===== src/rtl/spi_drv_pkg.sv =====
package spi_drv_pkg;

  localparam int FRAME_MAX = 24;
  localparam int LEN_W     = 5;
  localparam int CRC_W     = 5;

  typedef enum logic [1:0] {
    M_DRV8  = 2'd0,
    M_DRV16 = 2'd1,
    M_REG16 = 2'd2,
    M_REG24 = 2'd3
  } mode_e;

  function automatic logic [LEN_W-1:0] frame_bits(input mode_e m);
    case (m)
      M_DRV8:  return LEN_W'(8);
      M_REG24: return LEN_W'(24);
      default: return LEN_W'(16);
    endcase
  endfunction

  // serial CRC, polynomial x^5+x^2+1, preset all ones, MSB first over d[n-1:0]
  function automatic logic [CRC_W-1:0] crc5_calc(input logic [FRAME_MAX-1:0] d, input int n);
    logic [CRC_W-1:0] c;
    logic             fb;
    c = '1;
    for (int i = FRAME_MAX - 1; i >= 0; i--) begin
      if (i < n) begin
        fb = c[CRC_W-1] ^ d[i];
        c  = {c[CRC_W-2:0], 1'b0} ^ (fb ? 5'b00101 : 5'b00000);
      end
    end
    return c;
  endfunction

endpackage


===== src/rtl/spi_drv_sync.sv =====
module spi_drv_sync #(
  parameter int           W       = 1,
  parameter int           STAGES  = 2,
  parameter logic [W-1:0] RST_VAL = '0
) (
  input  logic         clk,
  input  logic         rst,
  input  logic [W-1:0] d,
  output logic [W-1:0] q
);
  for (genvar b = 0; b < W; b++) begin : g_bit
    logic [STAGES-1:0] chain;
    always_ff @(posedge clk) begin
      if (rst) chain <= {STAGES{RST_VAL[b]}};
      else     chain <= {chain[STAGES-2:0], d[b]};
    end
    assign q[b] = chain[STAGES-1];
  end
endmodule


===== src/rtl/spi_drv_shifter.sv =====
module spi_drv_shifter #(
  parameter int FW = 24,
  parameter int PW = 5
) (
  input  logic          clk,
  input  logic          rst,
  input  logic          start,
  input  logic          stop,
  input  logic [FW-1:0] load_word,
  input  logic [PW-1:0] flen,
  input  logic          rise,
  input  logic          fall,
  input  logic          sdi,
  input  logic          ins_en,
  input  logic [7:0]    ins_data,
  output logic [FW-1:0] sh,
  output logic [PW-1:0] pos,
  output logic [1:0]    nfr,
  output logic          sdo,
  output logic          sdo_oe
);
  logic [PW-1:0] top;
  assign top = flen - PW'(1);

  always_ff @(posedge clk) begin
    if (rst) begin
      sh     <= '0;
      pos    <= '0;
      nfr    <= '0;
      sdo    <= 1'b0;
      sdo_oe <= 1'b0;
    end else if (start) begin
      sh     <= load_word;
      pos    <= '0;
      nfr    <= '0;
      sdo    <= load_word[top];
      sdo_oe <= 1'b1;
    end else begin
      if (stop) sdo_oe <= 1'b0;
      if (rise) begin
        sh <= {sh[FW-2:0], sdi};
        if (pos == top) begin
          pos <= '0;
          if (nfr != 2'd3) nfr <= nfr + 2'd1;
        end else begin
          pos <= pos + PW'(1);
        end
      end else if (ins_en) begin
        sh[top -: 8] <= ins_data;
      end
      if (fall) sdo <= sh[top];
    end
  end
endmodule


===== src/rtl/spi_drv_regfile.sv =====
module spi_drv_regfile #(
  parameter int NREG = 8,
  parameter int AW   = (NREG > 1) ? $clog2(NREG) : 1
) (
  input  logic          clk,
  input  logic          we,
  input  logic [AW-1:0] waddr,
  input  logic [7:0]    wdata,
  input  logic [AW-1:0] raddr,
  output logic [7:0]    rdata
);
  logic [7:0] mem [NREG];

  always_ff @(posedge clk) begin
    if (we) mem[waddr] <= wdata;
    rdata <= mem[raddr];
  end
endmodule


===== src/rtl/spi_drive_slave.sv =====
module spi_drive_slave
  import spi_drv_pkg::*;
#(
  parameter int NREG        = 8,
  parameter int SYNC_STAGES = 2
) (
  input  logic       clk,
  input  logic       rst,
  input  logic       ms0,
  input  logic       ms1,
  input  logic       cs_n,
  input  logic       sclk,
  input  logic       sdi,
  output logic       sdo,
  output logic       sdo_oe,
  input  logic [7:0] diag_in,
  input  logic       uv_in,
  input  logic       mv_in,
  input  logic       cf_in,
  output logic [7:0] drive_q,
  output logic       crc_err_n
);
  localparam int RAW  = (NREG > 1) ? $clog2(NREG) : 1;
  localparam int NPIN = 5;

  // pin synchronizers: {ms1, ms0, sdi, sclk, cs_n}
  logic [NPIN-1:0] pin_s;
  spi_drv_sync #(.W(NPIN), .STAGES(SYNC_STAGES), .RST_VAL(5'b00001)) u_sync (
    .clk(clk), .rst(rst), .d({ms1, ms0, sdi, sclk, cs_n}), .q(pin_s)
  );

  logic cs_s, sclk_s, sdi_s, cs_d, sclk_d;
  logic [1:0] ms_s;
  assign cs_s   = pin_s[0];
  assign sclk_s = pin_s[1];
  assign sdi_s  = pin_s[2];
  assign ms_s   = pin_s[4:3];

  always_ff @(posedge clk) begin
    if (rst) begin
      cs_d   <= 1'b1;
      sclk_d <= 1'b0;
    end else begin
      cs_d   <= cs_s;
      sclk_d <= sclk_s;
    end
  end

  logic cs_fall, cs_rise, rise_g, fall_g;
  assign cs_fall = cs_d & ~cs_s;
  assign cs_rise = ~cs_d & cs_s;
  assign rise_g  = sclk_s & ~sclk_d & ~cs_s;
  assign fall_g  = ~sclk_s & sclk_d & ~cs_s;

  // mode latched at frame start
  mode_e mode_q, mode_now;
  always_ff @(posedge clk) begin
    if (rst)          mode_q <= M_DRV8;
    else if (cs_fall) mode_q <= mode_e'(ms_s);
  end
  assign mode_now = cs_fall ? mode_e'(ms_s) : mode_q;

  logic [LEN_W-1:0] flen;
  assign flen = frame_bits(mode_now);

  // outgoing word, right aligned so that bit flen-1 leaves first
  logic [2:0]           stat;
  logic [CRC_W-1:0]     stat_crc;
  logic [FRAME_MAX-1:0] load_word;
  assign stat     = {uv_in, mv_in, cf_in};
  assign stat_crc = crc5_calc({13'b0, stat, diag_in}, 11);

  always_comb begin
    case (mode_now)
      M_DRV16: load_word = {8'b0, stat, stat_crc, diag_in};
      M_REG24: load_word = {stat, stat_crc, 8'h00, diag_in};
      default: load_word = {16'b0, diag_in};
    endcase
  end

  logic [FRAME_MAX-1:0] sh;
  logic [LEN_W-1:0]     pos;
  logic [1:0]           nfr;
  logic                 ins_en;
  logic [7:0]           ins_data;

  spi_drv_shifter #(.FW(FRAME_MAX), .PW(LEN_W)) u_shift (
    .clk(clk), .rst(rst), .start(cs_fall), .stop(cs_rise),
    .load_word(load_word), .flen(flen),
    .rise(rise_g), .fall(fall_g), .sdi(sdi_s),
    .ins_en(ins_en), .ins_data(ins_data),
    .sh(sh), .pos(pos), .nfr(nfr), .sdo(sdo), .sdo_oe(sdo_oe)
  );

  // read path: address byte complete -> fetch -> patch transmit word
  logic       st1, st2, sel_drv, sel_oor;
  logic [7:0] rf_q;

  always_ff @(posedge clk) begin
    if (rst) begin
      st1     <= 1'b0;
      st2     <= 1'b0;
      sel_drv <= 1'b0;
      sel_oor <= 1'b0;
    end else begin
      st1     <= rise_g & mode_q[1] & (nfr == 2'd0) & (pos == LEN_W'(7));
      st2     <= st1 & ~sh[0];
      sel_drv <= (sh[7:1] == 7'd0);
      sel_oor <= (32'(sh[7:1]) >= NREG);
    end
  end
  assign ins_en   = st2;
  assign ins_data = sel_drv ? drive_q : (sel_oor ? 8'h00 : rf_q);

  // frame decode at chip-select release
  logic       dec_drv, dec_wr, crc_ok;
  logic [6:0] dec_addr;
  logic [7:0] dec_data;

  always_comb begin
    dec_drv  = 1'b0;
    dec_wr   = 1'b0;
    dec_addr = '0;
    dec_data = '0;
    crc_ok   = 1'b1;
    case (mode_q)
      M_DRV8: begin
        dec_drv  = 1'b1;
        dec_data = sh[7:0];
      end
      M_DRV16: begin
        dec_drv  = 1'b1;
        dec_data = sh[15:8];
        crc_ok   = (crc5_calc({13'b0, sh[15:5]}, 11) == sh[4:0]);
      end
      M_REG16: begin
        dec_addr = sh[15:9];
        dec_wr   = sh[8];
        dec_data = sh[7:0];
      end
      default: begin
        dec_addr = sh[23:17];
        dec_wr   = sh[16];
        dec_data = sh[15:8];
        crc_ok   = (crc5_calc({5'b0, sh[23:5]}, 19) == sh[4:0]);
      end
    endcase
  end

  logic frame_ok, commit, drv_we, rf_we;
  assign frame_ok = cs_rise & (pos == '0) & (nfr != 2'd0) & (~mode_q[1] | (nfr == 2'd1));
  assign commit   = frame_ok & crc_ok;
  assign drv_we   = commit & (dec_drv | (dec_wr & (dec_addr == 7'd0)));
  assign rf_we    = commit & ~dec_drv & dec_wr & (dec_addr != 7'd0) & (32'(dec_addr) < NREG);

  spi_drv_regfile #(.NREG(NREG), .AW(RAW)) u_rf (
    .clk(clk), .we(rf_we), .waddr(dec_addr[RAW-1:0]), .wdata(dec_data),
    .raddr(sh[RAW:1]), .rdata(rf_q)
  );

  always_ff @(posedge clk) begin
    if (rst) begin
      drive_q   <= 8'h00;
      crc_err_n <= 1'b1;
    end else begin
      if (drv_we)   drive_q   <= dec_data;
      if (frame_ok) crc_err_n <= crc_ok;
    end
  end

endmodule


===== config.mk =====
export PLATFORM = sky130hd
export DESIGN_NAME = spi_drive_slave
export DESIGN_NICKNAME = d
export VERILOG_FILES = /design/src/rtl/spi_drv_pkg.sv /design/src/rtl/spi_drv_sync.sv /design/src/rtl/spi_drv_shifter.sv /design/src/rtl/spi_drv_regfile.sv /design/src/rtl/spi_drive_slave.sv
export SDC_FILE = /design/constraint.sdc
export NUM_CORES = 1
export LEC_CHECK = 0
export ABC_AREA = 1
export BUFFER_PORTS_ARGS = -buffer_cell sky130_fd_sc_hd__buf_2
export CORE_UTILIZATION = 42
export CTS_CLUSTER_DIAMETER = 200
export DETAILED_ROUTE_END_ITERATION = 8
export GPL_TIMING_DRIVEN = 0
export PLACE_DENSITY = 0.68
export SETUP_SLACK_MARGIN = 0.02
export SLEW_MARGIN = 20
export SYNTH_ARGS = -nofsm -noshare
export SYNTH_HDL_FRONTEND = slang
export SYNTH_HIERARCHICAL = 1
export SYNTH_SLANG_ARGS = --single-unit
export TNS_END_PERCENT = 50

===== constraint.sdc =====
create_clock -name clk -period 6.5 [get_ports clk]
set_input_delay 0.975 -clock clk [delete_from_list [all_inputs] [get_ports clk]]
set_output_delay 0.975 -clock clk [all_outputs]
set_load 0.02 [all_outputs]

==> After elaboration in Yosys (flattened, before gate mapping) <==
Memories as Yosys holds them, arrays and structs flattened. A register that Yosys moved wholly into a read port is not among the register bits.
Cells that the tools add are included.
{ "totals": {"in_bits": 18, "output_inout_bits": 11, "ff_bits": 60, "mem_bits_rw": 64, "word_cells": 259, "memories": 1} }
{ "classes": {"n_shift": 2, "n_mux": 96, "magnitude_cmp": 3, "eq_ne": 10, "n_bitwise": 108, "reduce_logical": 16, "n_addsub": 4} }
{ "memory_table": {"columns": ["name", "words", "width", "rd", "rd_ports_with_merged_regs", "write_ports", "line_no", "source"], "rows": [
  ["u_rf.mem", 8, 8, 1, 1, 1, "spi_drv_regfile.sv:12", "logic [7:0] mem [NREG];"]
]} }
{ "ops": {"columns": ["cell", "n"], "rows": [
  ["bitwise XOR 5 x 3 -> 5 bit", 38],
  ["2-to-1 mux 5 bit", 31],
  ["2-to-1 mux 3 bit", 41],
  ["2-to-1 mux 24 bit", 3],
  ["case mux 24 bit (2 select lines)", 1],
  ["bitwise XOR 1 bit", 38],
  ["variable shift 8 x 7 -> 31 bit, first input constant", 1],
  ["variable part select 8 x 7 -> 31 bit", 1],
  ["bitwise mux 24 bit", 1],
  ["2-to-1 mux 8 bit", 3],
  ["AND 1 bit", 20],
  ["equality test 5 bit", 3],
  ["zero test 7 bit", 2],
  ["case mux 7 bit (2 select lines)", 1],
  ["inverter 2 -> 4 bit", 3],
  ["binary-select mux 1 bit (select 5 bit)", 2],
  ["case mux 5 bit (2 select lines)", 1],
  ["2-to-1 mux 1 bit", 9],
  ["greater-or-equal comparator 7 x 4 -> 1 bit, second input constant", 1],
  ["less-than comparator 7 x 4 -> 1 bit, second input constant", 1],
  ["negation 5 -> 7 bit", 1],
  ["inverter 1 bit", 7],
  ["nonzero test 7 bit", 1],
  ["equality test 2 x 1 -> 1 bit, second input constant", 3],
  ["17 further kinds", 26]
]} }

==> Longest topological paths before layout <==
{ "depth": {"depth_word": 84, "ltp_mapped": 24, "mapped_depth_nobuf": 24} }

==> Hierarchy <==
The synthesis kept the hierarchy.
{ "by_module_without_submodules": {"columns": ["module", "n_inst", "area_each_um2", "cells_per_inst", "seq_area_each_um2"], "rows": [
  ["spi_drv_shifter", 1, 3530.9, 611, 660.6],
  ["spi_drv_regfile", 1, 3050.4, 303, 2082.0],
  ["spi_drive_slave", 1, 2326.0, 434, 340.3],
  ["spi_drv_sync", 1, 327.8, 37, 200.2]
]} }

==> Least setup slack after synthesis <==
No wires, ideal clock.
{ "synth_path": {"kind": "register to register", "from": "reg u_shift.sh[14]", "to": "mem u_rf.mem[1][0] (enable)", "setup_time_ps": 370, "synth_period_minus_slack_ps": 2904, "path_stages_with_launch": 19, "n_path_buf": 0, "t_required_ps": 6130, "path_slack_ps": 3596, "arrival_ps": 2534, "cell_sequence": "dfxtp_1 -> inv_2 -> nand2_2 -> nand2_2 -> xor2_1 -> or2_1 -> nand2_2 -> nand2_1 -> nand3_1 -> nand3_1 -> nand2_1 -> inv_1 -> nor2_2 -> nand3_2 -> o21bai_4 -> nand2_1 -> nor2_1 -> nand2_1 -> nor2_1"} }
{ "synth_via": {"elab_chain_cells": 37, "word_cells_on_any_way": 77, "cone_classes": "order compare (1); eq/ne (2); mux (36); bitwise (37); reduce/logical (1)"} }
{ "synth_lines": {"columns": ["element", "line_no", "source"], "rows": [
  ["from (decl)", "spi_drv_shifter.sv:16", "output logic [FW-1:0] sh,"],
  ["from (signal assigned)", "spi_drv_shifter.sv:33", "sh <= load_word;"],
  ["from (signal assigned)", "spi_drv_shifter.sv:41", "sh <= {sh[FW-2:0], sdi};"],
  ["from (signal, indexed assignment)", "spi_drv_shifter.sv:49", "sh[top -: 8] <= ins_data;"],
  ["bitwise XOR 1 bit", "spi_drv_pkg.sv:29", "fb = c[CRC_W-1] ^ d[i];"],
  ["2-to-1 mux 3 bit", "spi_drv_pkg.sv:30", "c = {c[CRC_W-2:0], 1'b0} ^ (fb ? 5'b00101 : 5'b00000);"],
  ["bitwise XOR 5 x 3 -> 5 bit", "spi_drv_pkg.sv:30", null],
  ["2-to-1 mux 5 bit", "spi_drive_slave.sv:126", "case (mode_q)"],
  ["bitwise XOR 5 x 3 -> 5 bit", "spi_drv_pkg.sv:30", null],
  ["2-to-1 mux 5 bit", "spi_drive_slave.sv:126", null],
  ["bitwise XOR 5 x 3 -> 5 bit", "spi_drv_pkg.sv:30", null],
  ["2-to-1 mux 5 bit", "spi_drive_slave.sv:126", null],
  ["(+20 left out)", null, null],
  ["equality test 5 bit (on tied branches)", "spi_drive_slave.sv:145, spi_drive_slave.sv:134", null],
  ["case mux 1 bit (2 select lines)", "spi_drive_slave.sv:126", null],
  ["AND 1 bit", "spi_drive_slave.sv:152", "assign commit = frame_ok & crc_ok;"],
  ["AND 1 bit (3 in a row)", "spi_drive_slave.sv:154", "assign rf_we = commit & ~dec_drv & dec_wr & (dec_addr != 7'd0) & (32'(dec_addr) < NREG);"],
  ["AND 1 bit *", "spi_drive_slave.sv:154", null],
  ["net rf_we", "spi_drive_slave.sv:150", "logic frame_ok, commit, drv_we, rf_we;"],
  ["2-to-1 mux 1 bit *", "spi_drv_regfile.sv:15", "if (we) mem[waddr] <= wdata;"],
  ["2-to-1 mux 1 bit (implied by the code) *", "spi_drv_regfile.sv:15", null],
  ["to (decl)", "spi_drv_regfile.sv:12", null]
]} }
Mark *: on every way through the listed nets, which the timed path passes. The rest lies on a longest branch. The select of a mux whose other input is x is not followed.

==> Final worst setup path <==
{ "layout_path": {"from": "reg u_shift.sh[22]", "to": "mem u_rf.mem[3][7] (enable)"} }
{ "layout_via": {"elab_chain_cells": 57, "word_cells_on_any_way": 76, "cone_classes": "order compare (1); eq/ne (1); mux (36); bitwise (37); reduce/logical (1)"} }
{ "layout_lines": {"columns": ["element", "line_no", "source"], "rows": [
  ["bitwise XOR 1 bit", "spi_drv_pkg.sv:29", null],
  ["2-to-1 mux 3 bit", "spi_drv_pkg.sv:30", null],
  ["bitwise XOR 5 x 3 -> 5 bit", "spi_drv_pkg.sv:30", null],
  ["2-to-1 mux 5 bit", "spi_drive_slave.sv:126", null],
  ["bitwise XOR 5 x 3 -> 5 bit", "spi_drv_pkg.sv:30", null],
  ["2-to-1 mux 5 bit", "spi_drive_slave.sv:126", null],
  ["bitwise XOR 5 x 3 -> 5 bit", "spi_drv_pkg.sv:30", null],
  ["2-to-1 mux 5 bit", "spi_drive_slave.sv:126", null],
  ["(+40 left out)", null, null],
  ["equality test 5 bit", "spi_drive_slave.sv:145", "crc_ok = (crc5_calc({5'b0, sh[23:5]}, 19) == sh[4:0]);"],
  ["case mux 1 bit (2 select lines)", "spi_drive_slave.sv:126", null],
  ["AND 1 bit", "spi_drive_slave.sv:152", null],
  ["AND 1 bit (3 in a row)", "spi_drive_slave.sv:154", null],
  ["AND 1 bit *", "spi_drive_slave.sv:154", null],
  ["net rf_we", "spi_drive_slave.sv:150", null],
  ["2-to-1 mux 1 bit *", "spi_drv_regfile.sv:15", null],
  ["2-to-1 mux 1 bit (implied by the code) *", "spi_drv_regfile.sv:15", null]
]} }
Marks and branches as above.

==> results.py <==
metrics = {
    "power_and_ir_drop": {
        "p_leak_nw": 4.87,
        "power.density_mw_per_mm2": 246,
        "netSwitchingPower_w": 0.000897,
        "p_int_w": 0.00165,
        "clkPwrFrac_pct": 37.7,
        "switching_share_pct": 35.3,
        "vdd_drop_max_mv": 0.190,
        "power.share.sequential_pct": 35.9,
        "p_comb_share_pct": 26.4,
    },
    "logic_synthesis": {
        "async_flop_share_pct": 0,
        "ys_warn_count": 6,
        "synth-seq-area-share_pct": 35.6,
        "synth_cell_types": 52,
        "synth_flop_cell": "dfxtp_1",
        "synth-edff-count": 64,
        "ys_ff_latch": 132,
        "syn_area_sq_mm": 0.00924,
        "synthCells": 1385,
        "postSynthAreaPerCell_sq_um": 6.67,
    },
    "clock_tree": {
        "post_cts_resized": 0,
        "clock_latency_ns": 0.43,
        "cts_setup_buffers": 0,
        "clk_pin_slew_ns": 0.06,
        "tritoncts": "yes",
        "cts-hold-fix-buffers": 0,
        "cts_sinks": 132,
        "cts_buffer_depth": 2,
        "h-tree-depth": 4,
        "cts_root_buffer": "clkbuf_16",
        "numCtsBuffers": 17,
    },
    "route": {
        "m1WireLength_um": 11800,
        "final_antenna_net_count": 0,
        "initialDrtViolationCount": 823,
        "routedWlPerCell_um": 16.8,
        "top_layer_used": "met4",
        "viasPerCell": 5.34,
        "routed_wl_um": 29100,
        "firstDrtPassIters": 6,
        "vias": 9241,
        "dr_wl_met2_um": 13900,
        "drc": 0,
        "routed-wl-met3_um": 2250,
    },
    "grt": {
        "grt_overflow": 0,
        "grt_max_degree": 17,
        "track_usage_pct": 26.4,
        "grt_pass1_vias": 8424,
        "grt_antenna_before_repair": 0,
        "grt_pass1_wl_um": 44800,
    },
    "finish": {
        "syn_to_final_growth_pct": 12.0,
        "drive_above_1_share_pct": 11.1,
        "diodes": 0,
        "final_common_cell": "nand2_1",
        "layout_common_cells": "nand2_1, inv_1, nand3_1",
        "nets": 1468,
    },
    "sta": {
        "rsz0062_at_grt": "false",
        "slew_headroom_pct": 44.9,
        "fmax_mhz": 275,
        "finalCritPeriodShare_pct": 56.0,
        "finClkSkew_ns": 0.0141,
        "slew_viol_final": 0,
        "tightest_slew_ns": 0.819,
        "period_needed_ns": 3.64,
        "setup_viol": 0,
        "report.final.hold_viol_count": 0,
        "setup_tns_ns": 0,
        "holdWs_ns": 0.402,
    },
    "worst_setup_path": {
        "critPathLaunch": "u_shift/sh[22]",
        "worstPathMaxFanout": 10,
        "reg2reg_to": "u_rf/mem[3][7]",
        "crit_end": "u_rf/mem[3][7]",
        "endpoint_kind": "register",
        "start_kind": "register",
        "worstRegToRegCells": 22,
        "r2r_start": "u_shift/sh[22]",
        "critical_path_class": "reg -> reg",
        "arrival_ns": 3.70,
        "critical_path_required_ns": 6.56,
        "r2r_setup_slack_ns": 2.86,
    },
    "floorplan": {
        "die_area_sq_mm": 0.0226,
        "core_area_sq_mm": 0.0213,
        "dieWidth_um": 150,
        "ioPinCount": 29,
        "initial_core_util_pct": 43.4,
        "die_h_um": 150,
        "num_rows": 53,
    },
    "place": {
        "portBuffers": 28,
        "place_hpwl_um": 22600,
        "gp_congestion": 1.01,
    },
    "flow_run": {
        "drv_cap": 0,
    },
    "min_path": {
        "min_path_cells": 2,
        "hp-class": "reg -> reg",
    },
    "status": {
        "status": "complete, no violations",
    },
}
## registers in the layout (all words and copies together) (netlist names), 2 cells and up
signal	cells
u_shift/pos	5
u_shift/sh	24
u_sync/g_bit.chain	10
u_rf/mem	64
u_rf/rdata	8
mode_q	2
u_shift/nfr	2
drive_q	8
## metrics by stage
step                total power, W  setup slack, ns  util (%)  instances  area [sq um]
finish                     0.00254             2.86      48.6       1729         10300
global route               0.00265             2.46      48.6       1729         10300
detailed placement         0.00156             2.91      45.8       1697          9750
floorplan                  0.00141             3.60         -       1394          9270
CTS                        0.00251             2.90      48.6       1729         10300
global placement           0.00156             2.94      45.8       1697          9750
## cell type report
class                      count  area (sq um)
sequential                   132          3280
inverter                     234           896
fill                        2162         10900
buffer                        51           309
timing repair buffer          28           140
tap                          275           344
multi-input combinational    977          4780
clock inverter                15           169
clock buffer                  17           425
## worst max-delay path, cell delays in order, from the launching register on
cell and delay [ns]:
dfxtp_1 0.55, inv_1 0.15, nand2_1 0.09, nand2_1 0.08, nand2_1 0.07, nand2_1 0.06, nand2_2 0.09, nand3_1 0.11
nand2_2 0.12, inv_2 0.04, nand2_2 0.06, nand3_1 0.12, nand2_1 0.09, nand2_1 0.05, nand2_1 0.05, inv_1 0.04
nor2_2 0.08, nand3_2 0.08, o21bai_4 0.29, nand2_1 0.11, nor2_1 0.13, nand2_1 0.13, nor2_1 0.65
## Yosys cell counts (9+ instances only)
| library cell | n | area share [%] |
|---|---|---|
| xor2_1 | 22 | 2.1 |
| nand2_2 | 25 | 1.7 |
| o22ai_1 | 36 | 2.4 |
| o21ai_1 | 13 | 0.70 |
| nand2_1 | 415 | 17 |
| a21oi_1 | 60 | 3.3 |
| xnor2_1 | 13 | 1.2 |
| nand4_1 | 18 | 1.2 |
| clkbuf_1 | 20 | 0.81 |
| ha_1 | 9 | 1.2 |
| nand3_1 | 150 | 8.1 |
| buf_2 | 10 | 0.54 |
| inv_1 | 209 | 8.5 |
| dfxtp_1 | 68 | 15 |
| edfxtp_1 | 64 | 21 |
| buf_4 | 12 | 0.98 |
| inv_2 | 21 | 0.85 |
| o21ai_0 | 36 | 2.0 |
| nor2_1 | 104 | 4.2 |
| nor3_1 | 10 | 0.54 |
## metal layers
metal	GRT usage, %	vias to the layer above
met3	3.48	81
met4	12.2	0
li1	-	4544
met1	32.7	4182
met5	0	-
met2	45.5	434
## worst min path at each step
stage                     slack, ns                startpoint                  endpoint
final                          0.40  u_sync/g_bit[4].chain[0]  u_sync/g_bit[4].chain[1]
after global routing           0.42  u_sync/g_bit[3].chain[0]  u_sync/g_bit[3].chain[1]
after CTS                      0.41  u_sync/g_bit[4].chain[0]  u_sync/g_bit[4].chain[1]
after detailed placement       0.40  u_sync/g_bit[4].chain[0]  u_sync/g_bit[4].chain[1]
after global placement         0.39  u_sync/g_bit[4].chain[0]  u_sync/g_bit[4].chain[1]
after floorplan                0.39  u_sync/g_bit[0].chain[0]  u_sync/g_bit[0].chain[1]
## power groups by stage
stage	combinational, W	clock [W]	sequential (W)
6_report	0.000672	0.000958	0.000912
4_1_cts	0.000634	0.000965	0.000910
3_5_place_dp	0.000632	0	0.000928
3_3_place_gp	0.000629	0	0.000928
2_1_floorplan	0.000490	0	0.000920
5_1_grt	0.000734	0.00101	0.000913
## cell families after synthesis
group                    Yosys count  share of synthesized area [%]
AO/OA/AOI/OAI                    171                           10.8
XOR/XNOR                          35                           3.32
adder cells (fa/ha/maj)            9                           1.22
buffers and inverters            285                           13.0
flip-flops                       132                           35.6
other                              1                         0.0406
AND/OR/NAND/NOR                  752                           36.1
Note: power is estimated with default switching activity, not from simulation.
